==> src/rtl/aw_pkg.sv <==
package aw_pkg;
  typedef enum logic [1:0] {
    AW_OFF  = 2'd0,
    AW_INCL = 2'd1,
    AW_RSVD = 2'd2,
    AW_PEEK = 2'd3
  } aw_mode_e;
endpackage

==> src/rtl/aw_bound_regs.sv <==
module aw_bound_regs #(
  parameter int NWIN  = 2,
  parameter int IDX_W = 1,
  parameter int REG_W = 32,
  parameter int SEG_W = 4,
  parameter int RNG_W = 12
) (
  input  logic                       clk,
  input  logic                       rst_n,
  input  logic                       we,
  input  logic [IDX_W-1:0]           win,
  input  logic                       sel_hi,
  input  logic [REG_W-1:0]           wdata,
  output logic [NWIN-1:0][SEG_W-1:0] seg,
  output logic [NWIN-1:0][RNG_W-1:0] lo_rng,
  output logic [NWIN-1:0][RNG_W-1:0] hi_rng
);
  localparam int FIELD_W = SEG_W + RNG_W;

  logic unused_wdata;
  assign unused_wdata = ^wdata[REG_W-1:FIELD_W];

  for (genvar w = 0; w < NWIN; w++) begin : g_win
    always_ff @(posedge clk or negedge rst_n) begin
      if (!rst_n) begin
        seg[w]    <= '0;
        lo_rng[w] <= '0;
        hi_rng[w] <= '0;
      end else if (we && (win == IDX_W'(w))) begin
        if (sel_hi) begin
          hi_rng[w] <= wdata[RNG_W-1:0];
        end else begin
          seg[w]    <= wdata[FIELD_W-1:RNG_W];
          lo_rng[w] <= wdata[RNG_W-1:0];
        end
      end
    end
  end
endmodule

==> src/rtl/aw_win_match.sv <==
module aw_win_match #(
  parameter int PFX_W = 8,
  parameter int SEG_W = 4,
  parameter int RNG_W = 12
) (
  input  logic [PFX_W-1:0] pfx,
  input  logic [SEG_W-1:0] addr_seg,
  input  logic [RNG_W-1:0] addr_rng,
  input  logic [SEG_W-1:0] win_seg,
  input  logic [RNG_W-1:0] win_lo,
  input  logic [RNG_W-1:0] win_hi,
  output logic             hit
);
  logic pfx_ok, seg_ok, above_lo, below_hi;

  always_comb begin
    pfx_ok   = &pfx;
    seg_ok   = (addr_seg == win_seg);
    above_lo = (addr_rng >= win_lo);
    below_hi = (addr_rng < win_hi);
    hit      = pfx_ok && seg_ok && above_lo && below_hi;
  end
endmodule

==> src/rtl/aw_remap.sv <==
module aw_remap #(
  parameter int OUT_W   = 32,
  parameter int ONES_W  = 4,
  parameter int ZERO_W  = 2,
  parameter int BCAST_W = 14,
  localparam int CARRY_W = OUT_W - ONES_W - ZERO_W
) (
  input  logic [CARRY_W-1:0] carry,
  input  logic               peek,
  output logic [OUT_W-1:0]   out
);
  localparam logic [OUT_W-1:0] BCAST_MASK =
    {{BCAST_W{1'b1}}, {(OUT_W-BCAST_W){1'b0}}};

  logic [OUT_W-1:0] base;

  always_comb begin
    base = {{ONES_W{1'b1}}, carry, {ZERO_W{1'b0}}};
    out  = peek ? (base | BCAST_MASK) : base;
  end
endmodule

==> src/rtl/aw_io_window_dec.sv <==
module aw_io_window_dec #(
  parameter int ADDR_W  = 40,
  parameter int OUT_W   = 32,
  parameter int REG_W   = 32,
  parameter int PFX_W   = 8,
  parameter int SEG_W   = 4,
  parameter int RNG_W   = 12,
  parameter int NWIN    = 2,
  parameter int ONES_W  = 4,
  parameter int ZERO_W  = 2,
  parameter int BCAST_W = 14,
  localparam int IDX_W  = (NWIN > 1) ? $clog2(NWIN) : 1
) (
  input  logic              clk,
  input  logic              rst_n,
  input  logic [1:0]        mode,
  input  logic              cfg_we,
  input  logic [IDX_W-1:0]  cfg_win,
  input  logic              cfg_hi,
  input  logic [REG_W-1:0]  cfg_wdata,
  input  logic              txn_valid,
  input  logic [ADDR_W-1:0] txn_addr,
  input  logic              txn_short_wr,
  output logic              fwd_valid,
  output logic [IDX_W-1:0]  fwd_win,
  output logic [OUT_W-1:0]  fwd_addr
);
  import aw_pkg::*;

  localparam int PFX_LSB = ADDR_W - PFX_W;
  localparam int SEG_LSB = PFX_LSB - SEG_W;
  localparam int RNG_LSB = SEG_LSB - RNG_W;
  localparam int CARRY_W = OUT_W - ONES_W - ZERO_W;
  localparam int CARRY_LSB = SEG_LSB - CARRY_W;

  logic [NWIN-1:0][SEG_W-1:0] w_seg;
  logic [NWIN-1:0][RNG_W-1:0] w_lo, w_hi;
  logic [NWIN-1:0]            hit;
  logic [IDX_W-1:0]           hit_idx;
  logic                       any_hit, go, peek;
  logic [OUT_W-1:0]           remapped;
  aw_mode_e                   mode_e;

  logic unused_addr;
  if (CARRY_LSB > 0) begin : g_unused
    assign unused_addr = ^txn_addr[CARRY_LSB-1:0];
  end else begin : g_nounused
    assign unused_addr = 1'b0;
  end

  aw_bound_regs #(
    .NWIN(NWIN), .IDX_W(IDX_W), .REG_W(REG_W), .SEG_W(SEG_W), .RNG_W(RNG_W)
  ) i_regs (
    .clk(clk), .rst_n(rst_n), .we(cfg_we), .win(cfg_win), .sel_hi(cfg_hi),
    .wdata(cfg_wdata), .seg(w_seg), .lo_rng(w_lo), .hi_rng(w_hi)
  );

  for (genvar w = 0; w < NWIN; w++) begin : g_match
    aw_win_match #(.PFX_W(PFX_W), .SEG_W(SEG_W), .RNG_W(RNG_W)) i_match (
      .pfx(txn_addr[ADDR_W-1:PFX_LSB]),
      .addr_seg(txn_addr[PFX_LSB-1:SEG_LSB]),
      .addr_rng(txn_addr[SEG_LSB-1:RNG_LSB]),
      .win_seg(w_seg[w]), .win_lo(w_lo[w]), .win_hi(w_hi[w]),
      .hit(hit[w])
    );
  end

  always_comb begin
    hit_idx = '0;
    any_hit = 1'b0;
    for (int i = NWIN - 1; i >= 0; i--) begin
      if (hit[i]) begin
        hit_idx = IDX_W'(i);
        any_hit = 1'b1;
      end
    end
  end

  assign mode_e = aw_mode_e'(mode);
  assign peek   = (mode_e == AW_PEEK);

  always_comb begin
    case (mode_e)
      AW_INCL: go = txn_valid && any_hit;
      AW_PEEK: go = txn_valid && any_hit && txn_short_wr;
      default: go = 1'b0;
    endcase
  end

  aw_remap #(
    .OUT_W(OUT_W), .ONES_W(ONES_W), .ZERO_W(ZERO_W), .BCAST_W(BCAST_W)
  ) i_remap (
    .carry(txn_addr[SEG_LSB-1:CARRY_LSB]), .peek(peek), .out(remapped)
  );

  always_ff @(posedge clk or negedge rst_n) begin
    if (!rst_n) begin
      fwd_valid <= 1'b0;
      fwd_win   <= '0;
      fwd_addr  <= '0;
    end else begin
      fwd_valid <= go;
      fwd_win   <= go ? hit_idx : '0;
      fwd_addr  <= go ? remapped : '0;
    end
  end
endmodule

==> config.mk <==
export PLATFORM = sky130hd
export DESIGN_NAME = aw_io_window_dec
export DESIGN_NICKNAME = d
export VERILOG_FILES = /design/src/rtl/aw_pkg.sv /design/src/rtl/aw_bound_regs.sv /design/src/rtl/aw_win_match.sv /design/src/rtl/aw_remap.sv /design/src/rtl/aw_io_window_dec.sv
export SDC_FILE = /design/constraint.sdc
export NUM_CORES = 1
export LEC_CHECK = 0
export BUFFER_PORTS_ARGS = -buffer_cell sky130_fd_sc_hd__buf_2
export CAP_MARGIN = 20
export CORE_MARGIN = 2
export CORE_UTILIZATION = 53
export CTS_CLUSTER_DIAMETER = 200
export CTS_CLUSTER_SIZE = 28
export DETAILED_ROUTE_END_ITERATION = 12
export PLACE_DENSITY = 0.87
export SYNTH_ARGS = -nofsm -noshare
export SYNTH_HDL_FRONTEND = slang
export SYNTH_SLANG_ARGS = --single-unit
==> constraint.sdc <==
create_clock -name clk -period 2.8 [get_ports clk]
set_clock_uncertainty 0.15 [all_clocks]
set_input_delay 0 -clock clk [delete_from_list [all_inputs] [get_ports clk]]
set_output_delay 0 -clock clk [all_outputs]
set_load 0.01 [all_outputs]
==> results of run 1 <==
==> synthesized netlist by cell type (3+ instances only) <==
cell type / number
dfrtp_1: 84
inv_1: 49
ha_1: 46
mux2_2: 45
and3_1: 16
nand2_1: 15
o21ai_0: 14
a21oi_1: 13
nand4_1: 10
o211a_1: 10
a21o_1: 7
xnor2_1: 7
buf_4: 6
clkbuf_1: 5
nand2b_1: 5
nand3_1: 4
buf_1: 3
nor2_1: 3
==> sequential cells by signal, summed over array words and instances, names as in the netlist <==
signal / count
fwd_addr: 27
i_regs.hi_rng: 24
i_regs.lo_rng: 24
i_regs.seg: 8
fwd_win: 1
==> worst paths after layout <==
kind / startpoint / cells after the start / end / slack, ns
min in group asynchronous: rst_n / 3 / fwd_addr[21]$_DFF_PN0_ / 0.49
min: txn_short_wr / 5 / fwd_addr[19]$_DFF_PN0_ / 0.08
max reg2reg: i_regs.hi_rng[13]$_DFFE_PN0P_ / 7 / fwd_win$_DFF_PN0_ / 0.12
max: i_regs.hi_rng[13]$_DFFE_PN0P_ / 7 / fwd_win$_DFF_PN0_ / 0.12
min reg2reg: i_regs.hi_rng[19]$_DFFE_PN0P_ / 1 / i_regs.hi_rng[19]$_DFFE_PN0P_ / 0.36
max in group asynchronous: rst_n / 4 / i_regs.seg[7]$_DFFE_PN0P_ / 1.41
==> critical path, stage by stage (launching register included) <==
cell	delay, ns
dfrtp_1	0.35
inv_1	0.04
ha_1	0.30
a2111oi_4	0.29
a2111oi_1	0.09
or4_4	0.56
dlygate4sd3_1	0.61
nor4b_2	0.20
==> per-layer routing <==
layer / vias up / global-route usage [%] / share of wire, %
li1: 1600 / - / -
met1: 1697 / 27.9 / 41
met2: 130 / 43.6 / 51
met3: 27 / 6.54 / 5.8
met4: 0 / 9.78 / 3.0
met5: - / 0 / 0
==> kinds of logic after synthesis <==
logic type	share of synthesized area, %
AOI/OAI and AO/OA	10.0
xor gates and xnor gates	1.61
adders and majority gates	13.3
buffers and inverters	6.48
DFF	48.4
muxes	11.7
other	0.0863
and+or+nand+nor	8.50
==> layout make-up <==
cell class              count  area, um^2  area share [%]
repair buffers            155        1090            19.2
well taps                 105         131            2.31
clock buffers               9         124            2.17
flip-flops and latches     84        2100            36.9
multi-input cells         225        1990            34.9
inverters                  49         184            3.23
clock inverters             7        76.3            1.34
==> power by group <==
part	total [mW]	internal [mW]	switching, mW
combinational	0.766	0.394	0.372
sequential	1.43	1.36	0.0735
clock	0.890	0.416	0.473
==> metrics by stage <==
step	setup slack (ns)	instances	utilization (%)	hold WS [ns]	instance area (um^2)
after floorplan	0.360	374	-	-0.446	4350
after global placement	0.161	560	60.3	0.0808	4880
after detailed placement	0.114	560	60.3	0.0856	4880
after CTS	0.0681	631	69.6	0.0335	5630
after global routing	0.0223	634	70.4	0.0737	5700
final	0.116	634	70.4	0.0768	5700
==> repair_timing <==
action,in CTS,in global routing
gates resized for setup,0,3
hold endpoints to repair,167,16
hold buffers,55,1
setup buffers,0,1
endpoints found under the setup margin,0,28
==> results.py, run 1 <==
metrics = {
    "worst_setup_path": {
        "crit_path_end_kind": "flop",
        "worst-path-max-fanout": 2,
        "start_kind": "flop",
        "arrival_ns": 2.82,
        "worstSetupPathType": "reg -> reg",
        "required_ns": 2.93,
    },
    "detailed_routing": {
        "dr.pass1.iters": 5,
        "wl_per_cell_um": 16.4,
        "antenna_left": 0,
        "vias_per_cell": 5.45,
        "routed_wl_mm": 10.4,
        "route.detailed.drc": 0,
        "drt_iter0_drc": 190,
        "num_vias": 3454,
    },
    "placement": {
        "dp_hpwl_mm": 6.87,
        "gp_congestion": 0.857,
        "io_buffer_count": 94,
    },
    "timing": {
        "tightest_slew_ns": 0.838,
        "hold_viol": 0,
        "relSlewSlack_pct": 43.9,
        "fin_crit_ns": 2.68,
        "grt_setup_unrepaired": "no",
        "fin_crit_sh_pct": 95.9,
        "setup-tns-final_ns": 0,
        "setup_viol": 0,
        "fmax_mhz": 373,
        "slew_violations": 0,
    },
    "synth": {
        "synth_area_per_cell_um2": 11.6,
        "synthArstFlopShare_pct": 100,
        "post_synth_num_cell_types": 39,
        "netlist_area_um2": 4340,
        "synth_edf_count": 0,
        "seq_area_frac_synth_pct": 48.4,
        "synth_top_area_cell": "dfrtp_1",
        "synthCells": 373,
        "synthTopCellsByArea": "dfrtp_1, ha_1, mux2_2, inv_1, and3_1",
        "synthFlopType": "dfrtp_1",
        "yosysTopAreaCellShare_pct": 48.4,
        "yosysWarnings": 0,
        "ys_seq_elements": 84,
    },
    "power_and_ir_drop": {
        "p_leak_nw": 3.06,
        "vdd_drop_max_mv": 0.232,
        "pwr_density_cell_nw_per_um2": 543,
        "power_mw": 3.09,
    },
    "worst_hold_path": {
        "hold_class": "in -> reg",
    },
    "grt": {
        "grt_start_max_net_pins": 85,
        "overflow": 0,
        "antenna_found_initial": 0,
        "grt_usage_pct": 24.5,
        "grt_pass1_vias": 3545,
        "grt_pass1_wl_mm": 16.4,
    },
    "clocking": {
        "clockBufferDepth": 2,
        "clk_latency_ns": 0.37,
        "cts_tree": "yes",
        "cts_root_buf": "clkbuf_8",
        "path_clk_slew_ns": 0.09,
        "cts.sink_count": 84,
        "cts_inserted_buffers": 9,
        "htree_levels": 3,
    },
    "die": {
        "io_pins": 115,
        "rows": 33,
        "initial_core_util_pct": 53.7,
        "die_area_um2": 8930,
        "fp.dieW_um": 94.5,
        "coreArea_um2": 8090,
        "chipHeight_um": 94.5,
    },
    "outcome": {
        "status": "finished, final reports clean",
    },
    "finish": {
        "final_common_cell": "buf_2",
        "final_cell_mix": "buf_2, dfrtp_1, dlygate4sd3_1, inv_1, ha_1",
        "layout-drive-gt1-share_pct": 31.6,
        "diodes": 0,
        "finalNetCount": 651,
        "n_fill_cell": 553,
        "syn2layout_area_growth_pct": 31.2,
    },
    "run": {
        "max_cap_viol_count": 0,
    },
}
(Power assumes the default switching activity.)
==> inputs of run 2 (changes only) <==
Settings changed: CORE_UTILIZATION 53 to 48, PLACE_DENSITY 0.87 to 0.84.
Clock period 2.8 ns to 2.25 ns, I/O delays scaled along.
==> run 2 against run 1 <==
Compared with the run above: via count is 1.5% lower; hold slack worse by 0.055 ns; the flow now finishes with violations (setup timing); sequential power is 25% higher; critical path type unchanged; critical endpoint is now fwd_addr[7]$_DFF_PN0_.
==> results.py, run 2 (synthesized netlist as in run 1, its figures left out) <==
metrics = {
    "worst_setup_path": {
        "crit_path_end_kind": "flop",
        "worst-path-max-fanout": 27,
        "crit_buf_inv": 2,
        "slowest_delay_ns": 0.39,
        "crit_chain": "ha_1, nand2b_4, a2111oi_4, nor4_2, a2111oi_2, buf_4, o22ai_4, buf_12, and3_1",
        "r2r-end": "fwd_addr[7]$_DFF_PN0_",
        "r2r-start": "i_regs.lo_rng[0]$_DFFE_PN0P_",
        "required_ns": 2.36,
        "arrival_ns": 2.49,
        "reg2reg_slack_ns": -0.13,
        "crit_path_top_delay_cell": "dfrtp_1",
        "worstSetupPathType": "reg -> reg",
        "rr_worst_depth": 9,
        "crit_family": "compound AO/OA/AOI/OAI gates",
        "start_kind": "flop",
    },
    "grt": {
        "antenna_found_initial": 0,
        "grt_start_max_net_pins": 36,
        "grt_pass1_vias": 3689,
        "overflow": 0,
        "grt_usage_pct": 22.3,
        "grt_pass1_wl_mm": 17.1,
    },
    "finish": {
        "largest-register": "fwd_addr",
        "top_regs": "fwd_addr x27, i_regs.hi_rng x24, i_regs.lo_rng x24",
        "layout-drive-gt1-share_pct": 33.6,
        "diodes": 0,
        "finalNetCount": 649,
        "final_cell_mix": "buf_2, dfrtp_1, inv_1, dlygate4sd3_1, ha_1",
        "final_common_cell": "buf_2",
        "syn2layout_area_growth_pct": 32.5,
        "largest_reg_flops": 27,
    },
    "power_and_ir_drop": {
        "pwr_density_cell_nw_per_um2": 696,
        "vdd_drop_max_mv": 0.363,
        "p_leak_nw": 3.08,
    },
    "die": {
        "rows": 34,
        "io_pins": 115,
        "fp.dieW_um": 99.1,
        "chipHeight_um": 99.1,
        "coreArea_um2": 8760,
        "die_area_um2": 9820,
        "initial_core_util_pct": 49.6,
    },
    "timing": {
        "fin_crit_sh_pct": 106,
        "grt_setup_unrepaired": "yes",
        "relSlewSlack_pct": 53.5,
        "hold_viol": 0,
        "fmax_mhz": 420,
        "slew_violations": 0,
        "fin_crit_ns": 2.38,
        "holdWs_ns": 0.0218,
        "setup_viol": 28,
        "tightest_slew_ns": 0.696,
        "layout_setup_ws_ns": -0.129,
        "setup-tns-final_ns": -2.95,
    },
    "clocking": {
        "clk_latency_ns": 0.38,
        "path_clk_slew_ns": 0.10,
        "cts_tree": "yes",
        "cts.sink_count": 84,
        "cts_inserted_buffers": 9,
        "htree_levels": 3,
        "clockBufferDepth": 2,
        "cts_root_buf": "clkbuf_8",
    },
    "placement": {
        "io_buffer_count": 94,
        "gp_congestion": 0.850,
        "dp_hpwl_mm": 7.33,
    },
    "detailed_routing": {
        "num_vias": 3402,
        "routed_wl_mm": 10.7,
        "wl_per_cell_um": 16.8,
        "vias_per_cell": 5.36,
        "dr.pass1.iters": 5,
        "antenna_left": 0,
        "route.detailed.drc": 0,
        "drt_iter0_drc": 193,
    },
    "worst_hold_path": {
        "whs_path_depth": 5,
        "hold_class": "in -> reg",
        "hold_start": "txn_addr[28]",
        "holdPathEnd": "fwd_win$_DFF_PN0_",
    },
    "outcome": {
        "violations": "setup timing",
        "status": "finished with violations",
    },
    "run": {
        "max_cap_viol_count": 0,
    },
}
-- run 2: worst max path at each step --
stage / depth (start not counted) / slack, ns / startpoint / end
floorplan: 8 / -0.02 / i_regs.lo_rng[0]$_DFFE_PN0P_ / fwd_addr[10]$_DFF_PN0_
global placement: 8 / -0.08 / i_regs.lo_rng[12]$_DFFE_PN0P_ / fwd_addr[16]$_DFF_PN0_
detailed placement: 8 / -0.16 / i_regs.lo_rng[12]$_DFFE_PN0P_ / fwd_addr[11]$_DFF_PN0_
CTS: 8 / -0.11 / i_regs.hi_rng[13]$_DFFE_PN0P_ / fwd_addr[7]$_DFF_PN0_
global route: 8 / -0.21 / i_regs.hi_rng[13]$_DFFE_PN0P_ / fwd_addr[22]$_DFF_PN0_
finish: 9 / -0.13 / i_regs.lo_rng[0]$_DFFE_PN0P_ / fwd_addr[7]$_DFF_PN0_
-- run 2: timing repair --
| item | CTS | global route |
|---|---|---|
| pin swaps | 2 | 2 |
| resized for setup | 2 | 2 |
| endpoints found under the setup margin | 28 | 28 |
| buffers inserted | 1 | 0 |
| endpoints found under the hold margin | 167 | 0 |
| hold buffers | 50 | 0 |
-- run 2: cell type report --
class                   count  area [um^2]
clock buffers               9          124
clock inverters             7          105
fillers                   638         3010
inverters                  49          184
multi-input cells         225         2030
flip-flops and latches     84         2100
well taps                 108          135
repair buffers            153         1080
-- run 2: through the flow --
step           cell area (um^2)  setup slack, ns  instances  total power [mW]  utilization, %
3_5_place_dp               4980           -0.156        568              2.67            56.9
2_1_floorplan              4380          -0.0197        374              2.37               -
3_3_place_gp               4980          -0.0815        568              2.60            56.9
5_1_grt                    5750           -0.209        635              4.22            65.7
6_report                   5750           -0.129        635              4.00            65.7
4_1_cts                    5740           -0.107        635              4.00            65.5
-- run 2: where the power goes --
part	internal (mW)	switching, mW
Combinational	0.498	0.470
Sequential	1.69	0.0938
Clock	0.644	0.605
Total	2.84	1.17
-- run 2: layer usage --
metal / vias up / routed length [um] / track usage, % / part of all wire, %
li1: 1594 / - / - / -
met1: 1659 / 4390 / 26.7 / 41
met2: 127 / 5410 / 39.6 / 51
met3: 22 / 578 / 3.09 / 5.4
met4: 0 / 292 / 10.7 / 2.7
met5: - / 0 / 0 / 0
-- run 2: worst register-to-register path: cells and delay by family, from the launching register on --
kind | cells | cell delay [ns]
compound gates | 3 | 0.68
simple gates | 3 | 0.41
flops | 1 | 0.39
buf+inv | 2 | 0.35
fa+ha+maj | 1 | 0.28
==> inputs of run 3 (changes only) <==
Settings changed: CELL_PAD_IN_SITES_DETAIL_PLACEMENT set to 1, CELL_PAD_IN_SITES_GLOBAL_PLACEMENT set to 2, CORE_UTILIZATION 48 to 30, PLACE_DENSITY 0.84 to 0.82.
==> run 3 against run 2 <==
Compared with the run above: the flow still finishes with violations (setup timing); total power up 9.9%; die area up 57%; sequential share of layout area down 1.8 points.
==> results.py, run 3 (synthesized netlist as in run 1, its figures left out) <==
metrics = {
    "outcome": {
        "status": "finished with violations",
        "violations": "setup timing",
    },
    "detailed_routing": {
        "antenna_left": 0,
        "wl_per_cell_um": 17.6,
        "routed_wl_mm": 12.6,
        "drt_iter0_drc": 97,
        "num_vias": 3414,
        "route.detailed.drc": 0,
        "vias_per_cell": 4.79,
        "dr.pass1.iters": 4,
    },
    "timing": {
        "setup-tns-final_ns": -4.87,
        "slew_violations": 0,
        "relSlewSlack_pct": 54.4,
        "fin_crit_sh_pct": 109,
        "tightest_slew_ns": 0.682,
        "fmax_mhz": 407,
        "fin_crit_ns": 2.45,
        "grt_setup_unrepaired": "yes",
        "layout_setup_ws_ns": -0.205,
        "setup_viol": 28,
        "hold_viol": 0,
    },
    "worst_setup_path": {
        "r2r-end": "fwd_addr[3]$_DFF_PN0_",
        "worst-path-max-fanout": 9,
        "crit_start": "i_regs.hi_rng[13]$_DFFE_PN0P_",
        "rr_worst_depth": 8,
        "worstSetupPathType": "reg -> reg",
        "r2r-start": "i_regs.hi_rng[13]$_DFFE_PN0P_",
        "reg2reg_slack_ns": -0.20,
        "arrival_ns": 2.60,
        "crit_path_end_kind": "flop",
        "start_kind": "flop",
        "required_ns": 2.39,
        "worstSetupEndpoint": "fwd_addr[3]$_DFF_PN0_",
    },
    "clocking": {
        "htree_levels": 3,
        "clk_latency_ns": 0.35,
        "clockBufferDepth": 2,
        "cts_root_buf": "clkbuf_16",
        "cts.sink_count": 84,
        "cts_tree": "yes",
        "cts_inserted_buffers": 9,
        "path_clk_slew_ns": 0.07,
    },
    "power_and_ir_drop": {
        "p_leak_nw": 3.13,
        "p_int_mw": 3.12,
        "power_mw": 4.40,
        "seq_power_share_pct": 40.6,
        "vdd_drop_max_mv": 0.387,
        "power_switching_share_pct": 29.2,
        "p_clk_share_pct": 35.5,
        "pwr_density_cell_nw_per_um2": 727,
        "pwr-share-comb_pct": 23.9,
        "power.switching_mw": 1.28,
    },
    "finish": {
        "syn2layout_area_growth_pct": 39.4,
        "n_fill_cell": 1536,
        "top_regs": "fwd_addr x27, i_regs.hi_rng x24, i_regs.lo_rng x24",
        "fin_util_pct": 43.3,
        "multi_input_area_um2": 2140,
        "diodes": 0,
        "layout-drive-gt1-share_pct": 37.7,
        "largest_reg_flops": 27,
        "seq_area_um2": 2100,
        "final_cell_mix": "buf_2, dfrtp_1, inv_1, mux2_2, dlygate4sd3_1",
        "finalNetCount": 655,
        "largest-register": "fwd_addr",
        "final_common_cell": "buf_2",
    },
    "placement": {
        "dp_hpwl_mm": 8.70,
        "gp_congestion": 0.762,
        "place_ws_ns": -0.365,
        "io_buffer_count": 94,
    },
    "die": {
        "initial_core_util_pct": 31.0,
        "rows": 43,
        "fp.dieW_um": 124,
        "coreArea_um2": 14000,
        "chipHeight_um": 124,
        "die_area_um2": 15500,
        "io_pins": 115,
    },
    "grt": {
        "overflow": 0,
        "grt_pass1_wl_mm": 20.4,
        "grt_usage_pct": 16.9,
        "grt_pass1_vias": 3765,
        "grt_start_max_net_pins": 54,
        "antenna_found_initial": 0,
    },
    "run": {
        "max_cap_viol_count": 0,
    },
    "worst_hold_path": {
        "hold_class": "in -> reg",
    },
}
-- run 3: cell types whose count changed in the layout (fill, tap and decap cells not counted), sizes merged --
cell | before | now
clkinvlp | 1 | 0
dlygate4sd3 | 49 | 45
bufinv | 2 | 1
inv | 53 | 54
clkinv | 0 | 1
buf | 104 | 112
o22ai | 2 | 4
-- run 3: final cells by class --
cell class / count / share of cell area (%)
Timing Repair Buffer: 157 / 18.0
Clock inverter: 7 / 1.45
Clock buffer: 9 / 3.72
Tap cell: 180 / 3.72
Multi-Input combinational cell: 227 / 35.4
Sequential cell: 84 / 34.7
Inverter: 49 / 3.04
-- run 3: stage by stage --
stage,hold slack (ns),cell area [um^2],std cells
floorplan,-0.446,4380,374
global placement,-0.0723,5080,645
detailed placement,-0.0699,5080,645
CTS,0.00423,5960,712
global route,0.0140,6050,713
finish,0.0101,6050,713
-- run 3: how the worst min path moves through the flow --
stage | startpoint | to | depth (start not counted)
4_1_cts | cfg_hi | i_regs.lo_rng[1]$_DFFE_PN0P_ | 5
2_1_floorplan | rst_n | fwd_addr[10]$_DFF_PN0_ | 0
6_report | cfg_hi | i_regs.lo_rng[1]$_DFFE_PN0P_ | 5
3_5_place_dp | rst_n | i_regs.lo_rng[19]$_DFFE_PN0P_ | 1
5_1_grt | cfg_hi | i_regs.lo_rng[1]$_DFFE_PN0P_ | 4
3_3_place_gp | rst_n | fwd_addr[21]$_DFF_PN0_ | 1
-- run 3: worst max-delay path: stages, from the launching register on --
cell       delay, ns
dfrtp_1         0.38
inv_2           0.07
ha_4            0.19
a2111oi_4       0.37
a2111oi_2       0.07
or4_4           0.59
o22ai_4         0.22
buf_12          0.16
and3_4          0.18
-- run 3: power groups by stage --
| stage | Sequential, mW | Combinational (mW) | Clock (mW) |
|---|---|---|---|
| after floorplan | 1.79 | 0.581 | 0 |
| after global placement | 1.80 | 0.835 | 0 |
| after detailed placement | 1.82 | 0.890 | 0 |
| after CTS | 1.79 | 1.03 | 1.60 |
| after global routing | 1.81 | 1.17 | 1.67 |
| final | 1.79 | 1.05 | 1.56 |
-- run 3: what timing repair did --
| item | 4_1_cts | 5_1_grt |
|---|---|---|
| setup buffers | 4 | 1 |
| hold buffers | 45 | 0 |
| endpoints found under the setup margin | 28 | 28 |
| pin swaps | 3 | 9 |
| hold endpoints to repair | 134 | 0 |
| cloned | 2 | 0 |
| gates resized for setup | 5 | 16 |
-- run 3: routing by layer --
metal / global-route usage, % / vias up / wire length (um)
li1: - / 1629 / -
met1: 21.1 / 1671 / 5640
met2: 29.4 / 90 / 6200
met3: 3.14 / 24 / 477
met4: 5.88 / 0 / 261
met5: 0 / - / 0
